--- src/rtl/rxcal_pkg.sv ---
package rxcal_pkg;

  typedef enum logic [1:0] {
    CAL_IDLE   = 2'd0,
    CAL_SETTLE = 2'd1,
    CAL_ACCUM  = 2'd2,
    CAL_EVAL   = 2'd3
  } cal_state_e;

  // Averaged offset: arithmetic shift of the block sum.
  function automatic int est_from_sum(input int sum, input int shift);
    return sum >>> shift;
  endfunction

  // Acceptance window, symmetric and inclusive.
  function automatic bit in_window(input int est, input int tol);
    return (est <= tol) && (est >= -tol);
  endfunction

  function automatic int mag_of(input int v);
    return (v < 0) ? -v : v;
  endfunction

  // One servo step against the sign of the estimate, clamped to the code range.
  function automatic int next_code(input int code, input int est, input int lo, input int hi);
    if (est > 0) return (code > lo) ? code - 1 : code;
    if (est < 0) return (code < hi) ? code + 1 : code;
    return code;
  endfunction

endpackage

--- src/rtl/rxcal_seq.sv ---
module rxcal_seq #(
  parameter int SETTLE_CYC = 16
) (
  input  logic clk,
  input  logic rst_n,
  input  logic cal_start,
  input  logic adc_valid,
  input  logic acc_last,
  input  logic hit,
  input  logic exhausted,
  output logic start_evt,
  output logic eval_evt,
  output logic acc_clear,
  output logic acc_add,
  output logic busy,
  output logic done
);
  import rxcal_pkg::*;

  localparam int SET_W = $clog2(SETTLE_CYC + 1);

  cal_state_e state_q, state_d;
  logic [SET_W-1:0] settle_q;
  logic settle_end, finish_evt;

  assign start_evt  = (state_q == CAL_IDLE) && cal_start;
  assign eval_evt   = (state_q == CAL_EVAL);
  assign acc_clear  = (state_q == CAL_SETTLE);
  assign acc_add    = (state_q == CAL_ACCUM) && adc_valid;
  assign settle_end = (state_q == CAL_SETTLE) && adc_valid &&
                      (settle_q == SET_W'(SETTLE_CYC - 1));
  assign finish_evt = eval_evt && (hit || exhausted);
  assign busy       = (state_q != CAL_IDLE);

  always_comb begin
    state_d = state_q;
    unique case (state_q)
      CAL_IDLE:   if (cal_start) state_d = CAL_SETTLE;
      CAL_SETTLE: if (settle_end) state_d = CAL_ACCUM;
      CAL_ACCUM:  if (acc_last) state_d = CAL_EVAL;
      CAL_EVAL:   state_d = (hit || exhausted) ? CAL_IDLE : CAL_SETTLE;
      default:    state_d = CAL_IDLE;
    endcase
  end

  always_ff @(posedge clk or negedge rst_n) begin
    if (!rst_n) begin
      state_q  <= CAL_SETTLE;   // calibration begins on reset release
      settle_q <= '0;
      done     <= 1'b0;
    end else begin
      state_q  <= state_d;
      done     <= finish_evt;
      if (state_q != CAL_SETTLE) settle_q <= '0;
      else if (adc_valid)        settle_q <= settle_q + SET_W'(1);
    end
  end

  p_done_pulse_r9: assert property (@(posedge clk) disable iff (!rst_n)
    done |=> !done) else $error("done longer than one cycle");
  p_done_after_busy_r9: assert property (@(posedge clk) disable iff (!rst_n)
    done |-> (!busy && $past(busy))) else $error("done not at busy fall");
  p_start_r2: assert property (@(posedge clk) disable iff (!rst_n)
    (!busy && cal_start) |=> busy) else $error("request not taken");
  p_settle_len_r7: assert property (@(posedge clk) disable iff (!rst_n)
    (state_q == CAL_ACCUM && $past(state_q) == CAL_SETTLE) |->
      ($past(settle_q) == SET_W'(SETTLE_CYC - 1))) else $error("short settle");

endmodule

--- src/rtl/rxcal_avg.sv ---
module rxcal_avg #(
  parameter int SAMPLE_W = 12,
  parameter int AVG_LOG2 = 6
) (
  input  logic                       clk,
  input  logic                       rst_n,
  input  logic                       clear,
  input  logic                       add,
  input  logic signed [SAMPLE_W-1:0] sample,
  output logic signed [SAMPLE_W-1:0] est,
  output logic                       last
);
  import rxcal_pkg::*;

  localparam int SUM_W = SAMPLE_W + AVG_LOG2;

  logic signed [SUM_W-1:0] sum_q;
  logic [AVG_LOG2-1:0]     cnt_q;

  assign last = add && (&cnt_q);
  assign est  = SAMPLE_W'(est_from_sum(int'(sum_q), AVG_LOG2));

  always_ff @(posedge clk or negedge rst_n) begin
    if (!rst_n) begin
      sum_q <= '0;
      cnt_q <= '0;
    end else if (clear) begin
      sum_q <= '0;
      cnt_q <= '0;
    end else if (add) begin
      sum_q <= sum_q + {{AVG_LOG2{sample[SAMPLE_W-1]}}, sample};
      cnt_q <= cnt_q + AVG_LOG2'(1);
    end
  end

  p_no_add_in_clear_r4: assert property (@(posedge clk) disable iff (!rst_n)
    clear |-> !add) else $error("accumulate during settle");

endmodule

--- src/rtl/rxcal_servo.sv ---
module rxcal_servo #(
  parameter int SAMPLE_W = 12,
  parameter int DAC_W    = 8,
  parameter int TOL      = 32,
  parameter int MAX_ITER = 256
) (
  input  logic                       clk,
  input  logic                       rst_n,
  input  logic                       start_evt,
  input  logic                       eval_evt,
  input  logic signed [SAMPLE_W-1:0] est,
  output logic signed [DAC_W-1:0]    dac,
  output logic                       hit,
  output logic                       exhausted,
  output logic                       fail
);
  import rxcal_pkg::*;

  localparam int CNT_W   = (MAX_ITER > 1) ? $clog2(MAX_ITER) : 1;
  localparam int CODE_LO = -(2 ** (DAC_W - 1));
  localparam int CODE_HI = (2 ** (DAC_W - 1)) - 1;

  logic signed [DAC_W-1:0] dac_q, best_code_q, step_code;
  logic [SAMPLE_W-1:0]     best_mag_q, cur_mag;
  logic [CNT_W-1:0]        cnt_q;
  logic                    fail_q, better;
  int                      est_i;

  assign est_i     = int'(est);
  assign cur_mag   = SAMPLE_W'(mag_of(est_i));
  assign better    = cur_mag < best_mag_q;
  assign hit       = in_window(est_i, TOL);
  assign exhausted = (cnt_q == CNT_W'(MAX_ITER - 1));
  assign step_code = DAC_W'(next_code(int'(dac_q), est_i, CODE_LO, CODE_HI));
  assign dac       = dac_q;
  assign fail      = fail_q;

  always_ff @(posedge clk or negedge rst_n) begin
    if (!rst_n) begin
      dac_q       <= '0;
      best_code_q <= '0;
      best_mag_q  <= '1;
      cnt_q       <= '0;
      fail_q      <= 1'b0;
    end else if (start_evt) begin
      dac_q       <= '0;
      best_code_q <= '0;
      best_mag_q  <= '1;
      cnt_q       <= '0;
      fail_q      <= 1'b0;
    end else if (eval_evt) begin
      if (hit) begin
        fail_q <= 1'b0;
      end else if (exhausted) begin
        dac_q  <= better ? dac_q : best_code_q;
        fail_q <= 1'b1;
      end else begin
        dac_q <= step_code;
        cnt_q <= cnt_q + CNT_W'(1);
        if (better) begin
          best_mag_q  <= cur_mag;
          best_code_q <= dac_q;
        end
      end
    end
  end

  p_hold_r11: assert property (@(posedge clk) disable iff (!rst_n)
    (!eval_evt && !start_evt) |=> $stable(dac_q)) else $error("code moved outside eval");
  p_cnt_bound_r8: assert property (@(posedge clk) disable iff (!rst_n)
    cnt_q <= CNT_W'(MAX_ITER - 1)) else $error("iteration count overrun");
  p_fail_budget_r8: assert property (@(posedge clk) disable iff (!rst_n)
    $rose(fail_q) |-> ($past(cnt_q) == CNT_W'(MAX_ITER - 1))) else $error("early fail");

endmodule

--- src/rtl/rx_offset_cal.sv ---
module rx_offset_cal #(
  parameter int SAMPLE_W   = 12,
  parameter int DAC_W      = 8,
  parameter int AVG_LOG2   = 6,
  parameter int SETTLE_CYC = 16,
  parameter int TOL        = 32,
  parameter int MAX_ITER   = 256
) (
  input  logic                clk,
  input  logic                rst_n,
  input  logic                cal_start,
  input  logic                adc_valid,
  input  logic [SAMPLE_W-1:0] adc_data,
  output logic [DAC_W-1:0]    cal_dac,
  output logic                force_short,
  output logic                force_gain,
  output logic                busy,
  output logic                done,
  output logic                fail
);

  logic start_evt, eval_evt, acc_clear, acc_add, acc_last;
  logic hit_w, exhausted_w, busy_w;
  logic signed [SAMPLE_W-1:0] est_w;
  logic signed [DAC_W-1:0]    dac_w;

  rxcal_seq #(.SETTLE_CYC(SETTLE_CYC)) u_seq (
    .clk(clk), .rst_n(rst_n), .cal_start(cal_start), .adc_valid(adc_valid),
    .acc_last(acc_last), .hit(hit_w), .exhausted(exhausted_w),
    .start_evt(start_evt), .eval_evt(eval_evt), .acc_clear(acc_clear),
    .acc_add(acc_add), .busy(busy_w), .done(done)
  );

  rxcal_avg #(.SAMPLE_W(SAMPLE_W), .AVG_LOG2(AVG_LOG2)) u_avg (
    .clk(clk), .rst_n(rst_n), .clear(acc_clear), .add(acc_add),
    .sample($signed(adc_data)), .est(est_w), .last(acc_last)
  );

  rxcal_servo #(.SAMPLE_W(SAMPLE_W), .DAC_W(DAC_W), .TOL(TOL), .MAX_ITER(MAX_ITER)) u_servo (
    .clk(clk), .rst_n(rst_n), .start_evt(start_evt), .eval_evt(eval_evt),
    .est(est_w), .dac(dac_w), .hit(hit_w), .exhausted(exhausted_w), .fail(fail)
  );

  assign cal_dac     = dac_w;
  assign busy        = busy_w;
  assign force_short = busy_w;
  assign force_gain  = busy_w;

  p_success_window_r5: assert property (@(posedge clk) disable iff (!rst_n)
    (done && !fail) |-> $past(hit_w)) else $error("success outside window");
  p_idle_hold_r11: assert property (@(posedge clk) disable iff (!rst_n)
    (!busy_w && $past(!busy_w)) |-> $stable(cal_dac)) else $error("code drift while idle");

endmodule

--- config.mk ---
export PLATFORM = sky130hd
export DESIGN_NAME = rx_offset_cal
export DESIGN_NICKNAME = d
export VERILOG_FILES = /design/src/rtl/rxcal_pkg.sv /design/src/rtl/rxcal_seq.sv /design/src/rtl/rxcal_avg.sv /design/src/rtl/rxcal_servo.sv /design/src/rtl/rx_offset_cal.sv
export SDC_FILE = /design/constraint.sdc
export NUM_CORES = 1
export LEC_CHECK = 0
export ABC_CLOCK_PERIOD_IN_PS = 5050
export BUFFER_PORTS_ARGS = -buffer_cell sky130_fd_sc_hd__buf_2
export CAP_MARGIN = 20
export CORE_ASPECT_RATIO = 2
export CORE_MARGIN = 2
export CORE_UTILIZATION = 40
export DETAILED_ROUTE_END_ITERATION = 6
export GPL_TIMING_DRIVEN = 0
export RECOVER_POWER = 25
export SKIP_CTS_REPAIR_TIMING = 1
export SLEW_MARGIN = 10
export SYNTH_ARGS = -nofsm -noshare
export SYNTH_HDL_FRONTEND = slang
export SYNTH_SLANG_ARGS = --single-unit
--- constraint.sdc ---
create_clock -name clk -period 5.05 [get_ports clk]
set_clock_uncertainty 0.2 [all_clocks]
set_input_delay 0.505 -clock clk [delete_from_list [all_inputs] [get_ports clk]]
set_output_delay 0.505 -clock clk [all_outputs]
set_load 0.1 [all_outputs]
# Yosys cells after proc, flatten, opt, wreduce, memory -nomap -nowiden
# Cells that the tools add are included.
[word_totals]
regBits = 69
output_inout_bits = 13
wordCells = 101
[op_classes]
addsub = 7
n_lt_le_gt_ge = 7
eq_ne = 12
mux = 43
reduce_logical = 22
[op_table]
columns = ["op", "count"]
rows = [
  ["$mux W8", 19],
  ["$mux W12", 6],
  ["$mux W18", 2],
  ["$add A18 B18 Y18", 1],
  ["$ge A12 B6 Y1 const B", 1],
  ["$gt A12 B1 Y1 const B", 1],
  ["$le A12 B7 Y1 const B", 1],
  ["$lt A12 B1 Y1 const B", 1],
  ["$lt A12 B12 Y1", 1],
  ["$mux W6", 2],
  ["$neg A12 Y12", 1],
  ["$mux W5", 2],
  ["$reduce_bool A2 Y1", 5],
  ["$add A8 B1 Y8 const B", 1],
  ["$add A8 B2 Y8 const B", 1],
  ["$eq A8 B8 Y1 const B", 1],
  ["$gt A8 B8 Y1 const B", 1],
  ["$lt A8 B8 Y1 const B", 1],
  ["$mux W1", 8],
  ["$ne A2 B2 Y1 const B", 4],
  ["$pmux W2 S4", 1],
  ["$reduce_and A4 Y1", 2],
  ["$sub A8 B2 Y8 const B", 1],
  ["$logic_and A1 B1 Y1", 7],
  ["15 further kinds", 20],
]

# Longest topological paths before layout
[logic_depth]
word_depth = 10
ltp_mapped = 15

# Hierarchy
# Synthesis repeated with hierarchy kept, for this count alone.
[hier_totals]
cells_unflattened = 570
area_unflattened_um2 = 5202.5
[by_module_without_submodules]
columns = ["mod", "instances", "cells_per_inst", "area_per_inst_um2", "seq_area_each_um2"]
rows = [
  ["rxcal_servo", 1, 297, 2660.1, 940.9],
  ["rxcal_avg", 1, 225, 1999.4, 600.6],
  ["rxcal_seq", 1, 46, 528.0, 201.4],
  ["rx_offset_cal", 1, 2, 15.0, 0.0],
]

# Worst setup path after synthesis
# No wires, ideal clock.
[synth_timing]
kind = "register -> register"
startpoint = "reg u_avg.sum_q[10]"
endpoint = "reg u_servo.dac_q[1] (netlist: u_servo.dac[1])"
setup_ps = 122
t_arrival_ps = 3367
t_required_ps = 4728
path_slack_ps = 1360
path_stages_with_launch = 14
path_buffers = 0
cell_sequence = "dfrtp_1 > or3_4 > or3_1 > or2_4 > o41ai_2 > xnor2_1 > ha_1 > a21o_1 > a21oi_1 > nor2b_1 > a2111oi_4 > nor3_2 > a22o_1 > a22o_1"
[synth_between]
elab_chain_len = 9
[synth_rtl]
columns = ["element", "line_no", "source"]
rows = [
  ["start: declaration", "rxcal_avg.sv:17", "logic signed [SUM_W-1:0] sum_q;"],
  ["start signal: assignment", "rxcal_avg.sv:31", "sum_q <= sum_q + {{AVG_LOG2{sample[SAMPLE_W-1]}}, sample};"],
  ["branches (longest 9 deep; another with $neg A12 Y12)", "-", ""],
  ["end signal: assignment", "rxcal_servo.sv:55", "dac_q <= better ? dac_q : best_code_q;"],
  ["end signal: assignment", "rxcal_servo.sv:58", "dac_q <= step_code;"],
  ["end: declaration", "rxcal_servo.sv:23", "logic signed [DAC_W-1:0] dac_q, best_code_q, step_code;"],
]
# Parallel ways; which one is timed is not known. The select of a mux whose other input is x is not followed.
# A chain may end at the register's enable or synchronous reset.

# Worst setup path in the final report
[layout_timing]
startpoint = "reg u_avg.sum_q[8]"
endpoint = "reg u_servo.best_code_q[2]"
[layout_between]
elab_chain_len = 8
[layout_rtl]
columns = ["element", "line_no", "source"]
rows = [
  ["$neg A12 Y12 / $lt A12 B1 Y1 (equally long branches)", "rxcal_pkg.sv:21", "return (v < 0) ? -v : v;"],
  ["$mux W12", "rxcal_pkg.sv:21", ""],
  ["$lt A12 B12 Y1", "rxcal_servo.sv:31", "assign better = cur_mag < best_mag_q;"],
  ["$mux W8 (5 in series)", "-", ""],
  ["end signal: assignment", "rxcal_servo.sv:62", "best_code_q <= dac_q;"],
  ["end: declaration", "rxcal_servo.sv:23", ""],
]
# Parallel ways exist; a longest one is shown, timed or not. The select of a mux whose other input is x is not followed.

==> impl_summary.log <==
[metrics] result of the run: finished with violations
[metrics] violated checks: max-capacitance violations, max-slew violations
[metrics] clock buffer count from CTS: 9
[metrics] transition time of the tightest slew-check pin: approximately 2.4 ns
[metrics] grt peak-use layer: met2
[metrics] Area Growth Syn to Fin: 12.7%
[metrics] Data arrival, critical path: between 4 and 5 ns
[metrics] cell area after technology mapping: ~4800 um2
[metrics] YS warnings: 0
[metrics] global routing met3 resource utilization: 0.0368
[metrics] final-report setup violation count: 0
[metrics] power density normalized to cell area: roughly 640 nW/um2
[metrics] final setup TNS: 0 ns
[metrics] area share of the largest cell type after synthesis: 0.291
[metrics] Seq/Total Area, Yosys: 0.362
[metrics] switching pwr: 1660 uW
[metrics] height of the chip: 159 um
[metrics] crit-path max FO: 7
[metrics] Max H-tree Level: 3
[metrics] drt total wl: 11900 um
[metrics] sequential group share of total power: 0.263
[metrics] fraction of layout instances using a drive strength above 1: 0.150
[metrics] Final nets: ~600
[metrics] setup repair after global routing missed its margin: false
[metrics] routing usage on met2: 0.379
[metrics] synthesized netlist cell count: between 500 and 600
[metrics] leading cell types by count after synthesis: sky130_fd_sc_hd__dfrtp_1 (56), sky130_fd_sc_hd__nand2_1 (52), sky130_fd_sc_hd__ha_1 (41)
[metrics] site row count: 56
[metrics] via count of the first global-routing pass: about 4300
[metrics] Slew headroom: -0.570
[metrics] global route total overflow: 0
[metrics] critical path class: register to register
[metrics] residual antenna-violating net count after detailed routing: 0
[metrics] number of nets produced by synthesis: around 570
[metrics] worst vdd rail ir drop: roughly 0.32 mV
[metrics] Num Clock Sinks: between 60 and 70
[metrics] period utilisation layout: 0.857
[metrics] initial antenna violation count: 0
[metrics] Initial Util: 0.411
[metrics] Final Max Slew Viols: 52
[metrics] clock slew at reported path FFs: about 0.060 ns
[metrics] mean instance size in the synthesized netlist: slightly above 9 um2
[metrics] Setup crit start kind: register
[metrics] type of the most critical hold path: register to register
[metrics] leakage: 0.00258 uW
[metrics] routed wirelength normalized by instance count: roughly 17 um
[metrics] num ports: 29
[metrics] prevailing post-synth register cell: sky130_fd_sc_hd__dfrtp_1
[metrics] first-pass iteration count of the detailed router: 6
[metrics] residual DRC count: 0
[metrics] Internal: 1830 uW
[metrics] switching power share of the total: 0.476
[metrics] Die Outline Area: around 13000 um2
[metrics] clock network fraction of total power: 0.168
[metrics] share of total power in combinational logic: 0.569
[metrics] required arrival time at the worst endpoint: between 5 and 6 ns
[metrics] count of cell types in the netlist: 66
[metrics] number of violations reported at the end of detailed-routing iteration 0: 172
[metrics] top cells by area, synth: sky130_fd_sc_hd__dfrtp_1 (29%), sky130_fd_sc_hd__ha_1 (11%), sky130_fd_sc_hd__dfstp_2 (7.1%)
[metrics] final critical delay including setup and external delays: 4.33 ns
[metrics] met1 usage: 0.204
[metrics] most common cell in the netlist: sky130_fd_sc_hd__dfrtp_1
[metrics] proportion of register bits with asynchronous set or reset after synthesis: 1.00
[metrics] buffer cell driving the clock tree root: sky130_fd_sc_hd__clkbuf_16
[metrics] global-route wire length before repair: slightly above 20000 um
[metrics] estimated wirelength of the detail-placed design: around 9100 um
[metrics] Hold Slack: roughly 0.27 ns
[metrics] floorplan core area: 11700 um2
[metrics] Maximum Capacitance Violations: 1
[metrics] post-route cell area: about 5400 um2
[metrics] via count: between 3000 and 4000
[metrics] TritonCTS clock tree: done
[metrics] Fmax achieved: around 0.23 GHz
[metrics] buffer levels on the longest clock path: 2
[metrics] cell area after placement: 5160 um2
[metrics] routed via count divided by cell count: between 5 and 6
[metrics] total of buffers placed on input and output ports: 27
[metrics] worst-skew pair later-pin latency: between 0.3 and 0.4 ns
[metrics] number of enable flip-flop cells after synthesis: 0
[metrics] count of antenna diodes in the layout: 0
[metrics] global placer's final weighted congestion: 0.927
[metrics] final hold vios: 0
[metrics] post-synthesis sequential element count: just under 70
[metrics] horizontal die dimension: ~82 um
[metrics] type of element capturing the critical path: register
[metrics] final design utilization: 0.463
[metrics] pin count of the biggest net entering global routing: 52
[metrics] global-route total usage across every layer: 0.202
[metrics] top cell type by total area after synthesis: sky130_fd_sc_hd__dfrtp_1
## flip-flops by register name, indices dropped and copies added, names as in the netlist
| signal | count |
|---|---|
| u_avg.sum_q | 18 |
| u_servo.best_mag_q | 12 |
| u_servo.best_code_q | 8 |
| u_servo.cnt_q | 8 |
| u_servo.dac | 8 |
| u_avg.cnt_q | 6 |
| u_seq.settle_q | 5 |
| u_seq.state_q | 2 |
| u_seq.done | 1 |
| u_servo.fail | 1 |
## kinds of logic (layout without fill, tap and decap cells)
kind of cell,Yosys count,count (layout),share of synthesized area
XOR/XNOR,47,47,0.0856
buffers and inverters,47,92,0.0427
AO/OA/AOI/OAI,129,129,0.197
AND/OR/NAND/NOR,174,174,0.188
multiplexers,6,6,0.0130
adder cells (fa/ha/maj),42,42,0.111
flip-flops,69,69,0.362
## final timing paths
path	startpoint	slack [ns]	cells after the start	endpoint
hold reg to reg	u_servo.best_mag_q[0]	0.27	2	u_servo.best_mag_q[0]
max in group asynchronous	rst_n	1.07	3	u_seq.settle_q[0]
min in group asynchronous	rst_n	0.68	2	u_servo.best_code_q[0]
hold / removal	u_servo.best_mag_q[0]	0.27	2	u_servo.best_mag_q[0]
setup / recovery	u_avg.sum_q[8]	0.72	13	u_servo.best_code_q[2]
setup reg to reg	u_avg.sum_q[8]	0.72	13	u_servo.best_code_q[2]
## metal layers
metal  wire length [um]  up-vias
met5                  0        -
met4                451        0
met3                385       28
met2               6880       85
met1               4210     1955
li1                   -     1923
## power groups by stage
stage          sequential (uW)  combinational (uW)  clock [uW]
2_1_floorplan             1070                1390           0
3_3_place_gp               916                1930           0
3_5_place_dp               922                1990           0
4_1_cts                    914                2000         606
5_1_grt                    941                2190         628
6_report                   915                1980         587
## critical path: stages (launching register included)
cell and delay [ns]:
sky130_fd_sc_hd__dfrtp_1 0.46, sky130_fd_sc_hd__or3_4 0.43, sky130_fd_sc_hd__or3_1 0.37, sky130_fd_sc_hd__or2_4 0.27, sky130_fd_sc_hd__o41ai_2 0.24, sky130_fd_sc_hd__xnor2_1 0.20, sky130_fd_sc_hd__ha_1 0.29, sky130_fd_sc_hd__a21o_1 0.16
sky130_fd_sc_hd__a21oi_1 0.18, sky130_fd_sc_hd__nor2b_1 0.09, sky130_fd_sc_hd__a2111oi_4 0.55, sky130_fd_sc_hd__and3_1 0.25, sky130_fd_sc_hd__clkbuf_1 0.34, sky130_fd_sc_hd__a22o_1 0.22
## placed cells by master, fill, tap and decap left out, types with 5 or more instances in the layout
| cell | instances |
|---|---|
| sky130_fd_sc_hd__dfrtp_1 | 56 |
| sky130_fd_sc_hd__nand2_1 | 52 |
| sky130_fd_sc_hd__ha_1 | 41 |
| sky130_fd_sc_hd__nor2_1 | 39 |
| sky130_fd_sc_hd__buf_2 | 28 |
| sky130_fd_sc_hd__a21oi_1 | 27 |
| sky130_fd_sc_hd__xnor2_1 | 26 |
| sky130_fd_sc_hd__a22o_1 | 23 |
| sky130_fd_sc_hd__inv_1 | 23 |
| sky130_fd_sc_hd__xor2_1 | 21 |
| sky130_fd_sc_hd__o21ai_0 | 19 |
| sky130_fd_sc_hd__nand4_1 | 19 |
| sky130_fd_sc_hd__clkbuf_1 | 15 |
| sky130_fd_sc_hd__dfstp_2 | 13 |
| sky130_fd_sc_hd__a21o_1 | 12 |
| sky130_fd_sc_hd__a2bb2oi_1 | 11 |
| sky130_fd_sc_hd__clkbuf_16 | 9 |
| sky130_fd_sc_hd__and2_1 | 8 |
| sky130_fd_sc_hd__and3_1 | 8 |
| sky130_fd_sc_hd__nand3_1 | 7 |
| sky130_fd_sc_hd__nand2b_1 | 6 |
| sky130_fd_sc_hd__o22ai_1 | 5 |
| sky130_fd_sc_hd__a31oi_1 | 5 |
## through the flow
| step | setup WS [ns] | total power (uW) | std cells |
|---|---|---|---|
| after floorplan | 1.36 | 2460 | 514 |
| after global routing | 0.317 | 3760 | 704 |
| final | 0.723 | 3490 | 704 |
| after global placement | 0.774 | 2840 | 686 |
| after detailed placement | 0.702 | 2910 | 687 |
| after CTS | 0.690 | 3520 | 703 |
## final cells by class
class,instances,area (um2)
plain buffers,24,119
repair buffers,29,156
well taps,145,181
inverters,23,86.3
clock inverters,7,50.0
flip-flops and latches,69,1740
clock buffers,9,225
fillers,1135,6280
multi-input cells,398,2860
No activity file was read; power rests on OpenSTA's default activity.
